===== src/rtl/fpr_pkg.sv =====
package fpr_pkg;

  // Strobes passed from the control to the datapath
  typedef struct packed {
    logic loadLow;   // low-phase write: set page low byte
    logic orHigh;    // high-phase write: merge page high byte, rewind offset
    logic bankLoad;  // lines write: capture bank bit
    logic rdReq;     // data-port read request
  } fpr_strb_t;

  typedef enum logic [1:0] {
    PH_CMD  = 2'd0,
    PH_LOW  = 2'd1,
    PH_HIGH = 2'd2
  } fpr_phase_e;

endpackage


===== src/rtl/fpr_ctrl.sv =====
module fpr_ctrl
  import fpr_pkg::*;
#(
  parameter int LINES_W = 8,
  parameter logic [LINES_W-1:0] CLR_MASK = 8'hC0
) (
  input  logic               clk,
  input  logic               rstN,
  input  logic               portWr,
  input  logic               portRd,
  input  logic               linesWr,
  input  logic [LINES_W-1:0] linesWrData,
  output fpr_strb_t          strb,
  output logic               rdValid
);

  fpr_phase_e phase;
  logic       phaseClr;

  assign phaseClr = linesWr && (|(linesWrData & CLR_MASK));

  always_ff @(posedge clk) begin
    if (!rstN) begin
      phase   <= PH_CMD;
      rdValid <= 1'b0;
    end else begin
      rdValid <= portRd;
      if (phaseClr) begin
        phase <= PH_CMD;
      end else if (portWr) begin
        unique case (phase)
          PH_CMD:  phase <= PH_LOW;
          PH_LOW:  phase <= PH_HIGH;
          default: phase <= PH_CMD;
        endcase
      end
    end
  end

  always_comb begin
    strb.loadLow  = portWr && (phase == PH_LOW);
    strb.orHigh   = portWr && (phase == PH_HIGH);
    strb.bankLoad = linesWr;
    strb.rdReq    = portRd;
  end

  // command slot is always followed by the low slot
  a_r1_cmd_to_low: assert property (@(posedge clk) disable iff (!rstN)
    (portWr && !phaseClr && phase == PH_CMD) |=> (phase == PH_LOW));

  // high slot wraps to the command slot
  a_r1_high_wraps: assert property (@(posedge clk) disable iff (!rstN)
    (portWr && !phaseClr && phase == PH_HIGH) |=> (phase == PH_CMD));

  // clear bits force the command slot
  a_r4_phase_clear: assert property (@(posedge clk) disable iff (!rstN)
    phaseClr |=> (phase == PH_CMD));

  // a lines write without clear bits and no data write keeps the phase
  a_r4_phase_keep: assert property (@(posedge clk) disable iff (!rstN)
    (linesWr && !phaseClr && !portWr) |=> $stable(phase));

  // valid strobe follows a read by one cycle
  a_r8_valid_latency: assert property (@(posedge clk) disable iff (!rstN)
    portRd |=> rdValid);

  a_r8_valid_only_after_rd: assert property (@(posedge clk) disable iff (!rstN)
    !portRd |=> !rdValid);

  // input assumption, reads and writes of the port never collide
  a_r8_port_exclusive: assert property (@(posedge clk) disable iff (!rstN)
    !(portRd && portWr));

endmodule


===== src/rtl/fpr_datapath.sv =====
module fpr_datapath
  import fpr_pkg::*;
#(
  parameter int BYTE_W     = 8,
  parameter int OFS_W      = 16,
  parameter int PAGE_SHIFT = 9,
  parameter int BANK_LOG2  = 22,
  parameter int LIMIT_LOG2 = 23,
  parameter int WORD_W     = 16,
  parameter int BUS_W      = 32
) (
  input  logic                  clk,
  input  logic                  rstN,
  input  fpr_strb_t             strb,
  input  logic [BYTE_W-1:0]     pageByte,
  input  logic                  bankBit,
  input  logic [WORD_W-1:0]     memRdData,
  output logic                  memRdEn,
  output logic [LIMIT_LOG2-1:0] memAddr,
  output logic [BUS_W-1:0]      rdData
);

  localparam int PAGE_W = 2 * BYTE_W;
  localparam int FULL_W = PAGE_W + PAGE_SHIFT + 2;
  localparam logic [FULL_W-1:0] LIMIT    = FULL_W'(1) << LIMIT_LOG2;
  localparam logic [FULL_W-1:0] BANK_ADD = FULL_W'(1) << BANK_LOG2;

  logic [PAGE_W-1:0] page;
  logic [OFS_W-1:0]  offset;
  logic              bank;
  logic              hitQ;
  logic [FULL_W-1:0] fullAddr;
  logic              inRange;
  logic              hit;

  always_comb begin
    fullAddr = FULL_W'({page, {PAGE_SHIFT{1'b0}}}) + FULL_W'(offset)
             + (bank ? BANK_ADD : '0);
    inRange  = fullAddr < LIMIT;
    hit      = strb.rdReq && inRange;
  end

  assign memRdEn = hit;
  assign memAddr = fullAddr[LIMIT_LOG2-1:0];
  assign rdData  = hitQ ? BUS_W'(memRdData) : '0;

  always_ff @(posedge clk) begin
    if (!rstN) begin
      page   <= '0;
      offset <= '0;
      bank   <= 1'b0;
      hitQ   <= 1'b0;
    end else begin
      hitQ <= hit;
      if (strb.loadLow) page <= PAGE_W'(pageByte);
      else if (strb.orHigh) page <= page | (PAGE_W'(pageByte) << BYTE_W);
      if (strb.orHigh) offset <= '0;
      else if (hit) offset <= offset + 1'b1;
      if (strb.bankLoad) bank <= bankBit;
    end
  end

  // a low-phase load leaves the upper page byte clear
  a_r2_high_cleared: assert property (@(posedge clk) disable iff (!rstN)
    strb.loadLow |=> (page[PAGE_W-1:BYTE_W] == '0));

  // high-phase write rewinds the offset
  a_r3_offset_rewind: assert property (@(posedge clk) disable iff (!rstN)
    strb.orHigh |=> (offset == '0));

  // each storage access steps the offset by one
  a_r5_offset_step: assert property (@(posedge clk) disable iff (!rstN)
    (memRdEn && !strb.orHigh) |=> (offset == OFS_W'($past(offset) + 1'b1)));

  // an out-of-range read freezes the offset
  a_r7_offset_hold: assert property (@(posedge clk) disable iff (!rstN)
    (strb.rdReq && !memRdEn && !strb.orHigh) |=> $stable(offset));

  // a read without storage access yields zero data
  a_r7_zero_data: assert property (@(posedge clk) disable iff (!rstN)
    (strb.rdReq && !memRdEn) |=> (rdData == '0));

endmodule


===== src/rtl/flash_page_reader.sv =====
module flash_page_reader
  import fpr_pkg::*;
#(
  parameter int BYTE_W     = 8,
  parameter int BYTE_LSB   = 16,
  parameter int OFS_W      = 16,
  parameter int PAGE_SHIFT = 9,
  parameter int BANK_LOG2  = 22,
  parameter int LIMIT_LOG2 = 23,
  parameter int WORD_W     = 16,
  parameter int BUS_W      = 32,
  parameter int LINES_W    = 8
) (
  input  logic                  clk,
  input  logic                  rstN,
  input  logic                  portWr,
  input  logic [BUS_W-1:0]      portWrData,
  input  logic                  portRd,
  output logic [BUS_W-1:0]      portRdData,
  output logic                  portRdValid,
  input  logic                  linesWr,
  input  logic [LINES_W-1:0]    linesWrData,
  output logic                  memRdEn,
  output logic [LIMIT_LOG2-1:0] memAddr,
  input  logic [WORD_W-1:0]     memRdData
);

  localparam logic [LINES_W-1:0] CLR_MASK = LINES_W'(8'hC0);

  fpr_strb_t         strb;
  logic [BYTE_W-1:0] pageByte;

  assign pageByte = BYTE_W'(portWrData >> BYTE_LSB);

  fpr_ctrl #(
    .LINES_W  (LINES_W),
    .CLR_MASK (CLR_MASK)
  ) u_ctrl (
    .clk         (clk),
    .rstN        (rstN),
    .portWr      (portWr),
    .portRd      (portRd),
    .linesWr     (linesWr),
    .linesWrData (linesWrData),
    .strb        (strb),
    .rdValid     (portRdValid)
  );

  fpr_datapath #(
    .BYTE_W     (BYTE_W),
    .OFS_W      (OFS_W),
    .PAGE_SHIFT (PAGE_SHIFT),
    .BANK_LOG2  (BANK_LOG2),
    .LIMIT_LOG2 (LIMIT_LOG2),
    .WORD_W     (WORD_W),
    .BUS_W      (BUS_W)
  ) u_dp (
    .clk       (clk),
    .rstN      (rstN),
    .strb      (strb),
    .pageByte  (pageByte),
    .bankBit   (linesWrData[0]),
    .memRdData (memRdData),
    .memRdEn   (memRdEn),
    .memAddr   (memAddr),
    .rdData    (portRdData)
  );

endmodule


===== config.mk =====
export PLATFORM = sky130hd
export DESIGN_NAME = flash_page_reader
export DESIGN_NICKNAME = d
export VERILOG_FILES = /design/src/rtl/fpr_pkg.sv /design/src/rtl/fpr_ctrl.sv /design/src/rtl/fpr_datapath.sv /design/src/rtl/flash_page_reader.sv
export SDC_FILE = /design/constraint.sdc
export NUM_CORES = 1
export LEC_CHECK = 0
export BUFFER_PORTS_ARGS = -buffer_cell sky130_fd_sc_hd__buf_2
export CORE_ASPECT_RATIO = 1.2
export CORE_MARGIN = 2
export CORE_UTILIZATION = 50
export CTS_BUF_LIST = sky130_fd_sc_hd__clkbuf_4
export DETAILED_ROUTE_END_ITERATION = 8
export GPL_TIMING_DRIVEN = 1
export PLACE_DENSITY = 0.87
export SLEW_MARGIN = 20
export SYNTH_ARGS = -nofsm -noshare
export SYNTH_HDL_FRONTEND = slang
export SYNTH_SLANG_ARGS = --single-unit

===== constraint.sdc =====
create_clock -name clk -period 5.4 [get_ports clk]
set_clock_uncertainty 0.1 [all_clocks]
set_input_delay 0 -clock clk [delete_from_list [all_inputs] [get_ports clk]]
set_output_delay 0 -clock clk [all_outputs]
set_load 0.02 [all_outputs]

==> key figures <==
Outcome
  • Status: finished, final reports clean

Floorplanning
  • Die area: 5700 µm²
  • Initial Util: 0.517
  • Row Count: 28
  • Die span in y: 82.3 µm
  • I/O Pins: 118
  • Die width: 69.3 µm
  • Core outline area: 4940 µm²

Synth
  • Most instantiated cells after synthesis: dfxtp_1 (37), and2_1 (31), a21oi_1 (28)
  • Cell count after synthesis: 315
  • Top_reg_cell synth: dfxtp_1
  • Yosys warnings: 0
  • Synthesized area: about 2600 µm²
  • Leading area contributor after synthesis: dfxtp_1
  • Distinct cells, synth: 47
  • Flop and latch count out of synthesis: 37
  • EDFF count, synth: 0
  • Synth area leaders: dfxtp_1 (29%), buf_4 (7.9%), and2_1 (7.6%)
  • Synthesized area per cell: around 8.1 µm²
  • Sequential area share after synthesis: 0.290
  • Count leader, synth: dfxtp_1
  • Share of flip-flops with an asynchronous set or reset: 0
  • Synth top area share: 0.290

Setup path
  • Crit Path Class: reg -> out
  • Crit path cell chain: ha_1 -> a211oi_2 -> o21ai_2 -> a21o_1 -> a21o_1 -> and2_1 -> nand3_1 -> xnor2_1 -> ha_1 -> ha_1 -> o211ai_1 -> mux2i_1 -> and2_1 -> buf_2
  • Most used cell, CP: ha_1
  • Nature of the critical path startpoint: register
  • Reg2Reg Depth: 15
  • CP max-delay cell: mux2i_1
  • Worst path arrival time: 3.98 ns
  • Critical Path Fanout Max: 11
  • RR Startpoint: u_dp.offset[10]
  • Crit-path leading delay family: compound AO/OA/AOI/OAI gates
  • Worst Setup End Kind: output port
  • Worst EP required: 5.30 ns
  • Reg2reg end: u_dp.offset[15]
  • CP max stage delay: 0.73 ns
  • Buf/Inv on CP: 1
  • R2r setup slk: 1.57 ns

Routing
  • Via count: between 2,000 and 2,500
  • Final ANT Viol Nets: 0
  • Vias per cell: 5.34
  • Drt drc: 0
  • Drt initial violations: 130
  • Drt total wl: 6100 µm
  • TritonRoute pass-1 iters: 4
  • WL per Instance: 13.3 µm

Power and ir drop
  • VDD IR max: 0.168 mV
  • Pwr/cell area: 172 nW/µm²
  • Overall Power: 0.539 mW
  • LEAKAGE: ~1.5 nW

Cells and area
  • Fillers: 430
  • Final nets: 469
  • Layout cells sized above 1: 0.234
  • Area Growth Syn to Fin: 22.2%
  • Multi-input gate area in the final layout: between 1500 and 2000 µm²
  • FF/Latch Area: about 740 µm²
  • Antenna cells: 0

Clocking
  • Clock Latency Late Sink: 0.37 ns
  • PostCTS Resize Cnt: 0
  • Clock-pin slew on the worst setup and hold paths: between 0.1 and 0.15 ns
  • Clock buffer count from CTS: 5
  • H-tree depth: 2
  • Root buf cell: clkbuf_4
  • CTS tree: yes
  • CTS Sinks: 37
  • CTS Buffer Depth: 2
  • Number of hold-repair buffers added at the cts stage: 27
  • Post-CTS setup buffer count: 0

Timing
  • Max Clock Freq: 245 MHz
  • Slew Limit Fails: 0
  • Worst-margin pin slew: 0.905 ns
  • Minimum clock period: 4.08 ns
  • Final hold violations: 0
  • Endpoints failing setup: 0
  • Hold_ws: 0.221 ns
  • RSZ-0062 raised after global routing: no
  • Worst slew margin: 0.379
  • Final period util: 0.755
  • Fin Setup TNS: 0 ns

GRT
  • Initial antenna violation count: 0
  • Met2 usage: 0.401
  • First-pass GRT wire length: 9920 µm
  • Pin count of the biggest net entering global routing: 23
  • Vias in the first global route: approximately 2,200
  • Global route hottest layer: met2
  • Met1 Use GR: 0.242
  • GRT met3 Usage: 0.0425
  • GR Overflow Total: 0
  • All-Layer GR Usage: 0.215

Place
  • Dpl hpwl: 4280 µm
  • Global placement routability congestion: about 0.86
  • # port buffers: 72

Run
  • MaxCap Viol Count: 0

Min path
  • Hold Path Sink: portRdData[13]
  • Worst Hold Class: in -> out
  • Hold path start: memRdData[13]
  • Hold Path Depth: 3
flip-flops by register name (all words and copies together), names as in the netlist:
register and count:
u_ctrl.phase 2, u_dp.page 16, u_dp.hitQ 1, u_dp.bank 1, u_dp.offset 16, u_ctrl.rdValid 1
worst max-delay path by stage:
stage	startpoint	slack, ns	cells after the start	end
floorplan	u_dp.offset[10]	2.06	14	u_dp.offset[15]
global placement	u_dp.offset[10]	1.69	15	u_dp.offset[15]
detailed placement	u_dp.offset[11]	1.66	15	u_dp.offset[15]
CTS	u_dp.offset[10]	1.36	14	memRdEn
global route	u_dp.offset[11]	1.08	14	memRdEn
finish	u_dp.offset[10]	1.32	14	memRdEn
power breakdown:
part | leakage, nW | internal [mW] | switching [mW]
sequential | 0.300 | 0.279 | 0.00812
clock | 0.0310 | 0.0491 | 0.105
combinational | 1.15 | 0.0426 | 0.0549
total | 1.48 | 0.371 | 0.168
logic make-up (layout without fill, tap and decap cells):
family	Yosys count	after routing	share of synthesized area
mux	13	13	0.0534
flops	37	37	0.290
compound gates	75	75	0.181
simple gates	119	119	0.268
buf+inv	49	117	0.116
fa+ha+maj	11	11	0.0568
xor+xnor	10	10	0.0343
other cells	1	16	0.00147
layout by cell type, fill, tap and decap left out, types with 2 or more instances in the layout:
cell type and instances:
buf_2 72, dfxtp_1 37, and2_1 31, a21oi_1 28
dlygate4sd3_1 27, o21ai_0 21, nand2_1 18, conb_1 16
nand4_1 12, nor2_1 12, mux2i_1 11, nor2b_1 10
ha_1 10, inv_1 9, and3_1 8, or3_1 8
xnor2_1 7, nand3_1 5, clkbuf_4 5, o21a_1 3
o31ai_1 3, and4_1 3, nand2b_1 3, a21o_1 3
xor2_1 3, a31o_2 3, nor3_1 2, a211oi_2 2
o211ai_1 2, o21ai_2 2, nand4b_1 2, or4_1 2
clkinv_2 2
per-layer routing:
metal  vias to the layer above  share of wire
met4                         0          0.019
met3                        10          0.046
met5                         -              0
met1                      1126           0.41
li1                       1235              -
met2                        77           0.52
worst register-to-register path, stage by stage (launching register included):
cell and delay (ns):
dfxtp_1 0.35, ha_1 0.33, a211oi_2 0.28, o21ai_2 0.14, a21o_1 0.17, a21o_1 0.19, and2_1 0.20, nand3_1 0.11
xnor2_1 0.12, ha_1 0.22, ha_1 0.25, a311oi_2 0.26, buf_4 0.24, nand2_1 0.16, or4_1 0.49, a21oi_1 0.14
metrics by stage:
step / setup slack [ns] / instance area, µm² / utilization / instances
floorplan: 2.06 / 2610 / - / 330
global placement: 1.69 / 2790 / 0.566 / 423
detailed placement: 1.66 / 2790 / 0.566 / 423
CTS: 1.36 / 3120 / 0.631 / 458
global route: 1.08 / 3120 / 0.632 / 458
finish: 1.32 / 3120 / 0.632 / 458
area by class of cell:
class,instances,area share
Multi-Input combinational cell,244,0.506
Sequential cell,37,0.237
Timing Repair Buffer,100,0.204
Tap cell,60,0.0240
Clock buffer,5,0.0120
Inverter,9,0.0108
Clock inverter,3,0.00561
(Power assumes the default switching activity.)
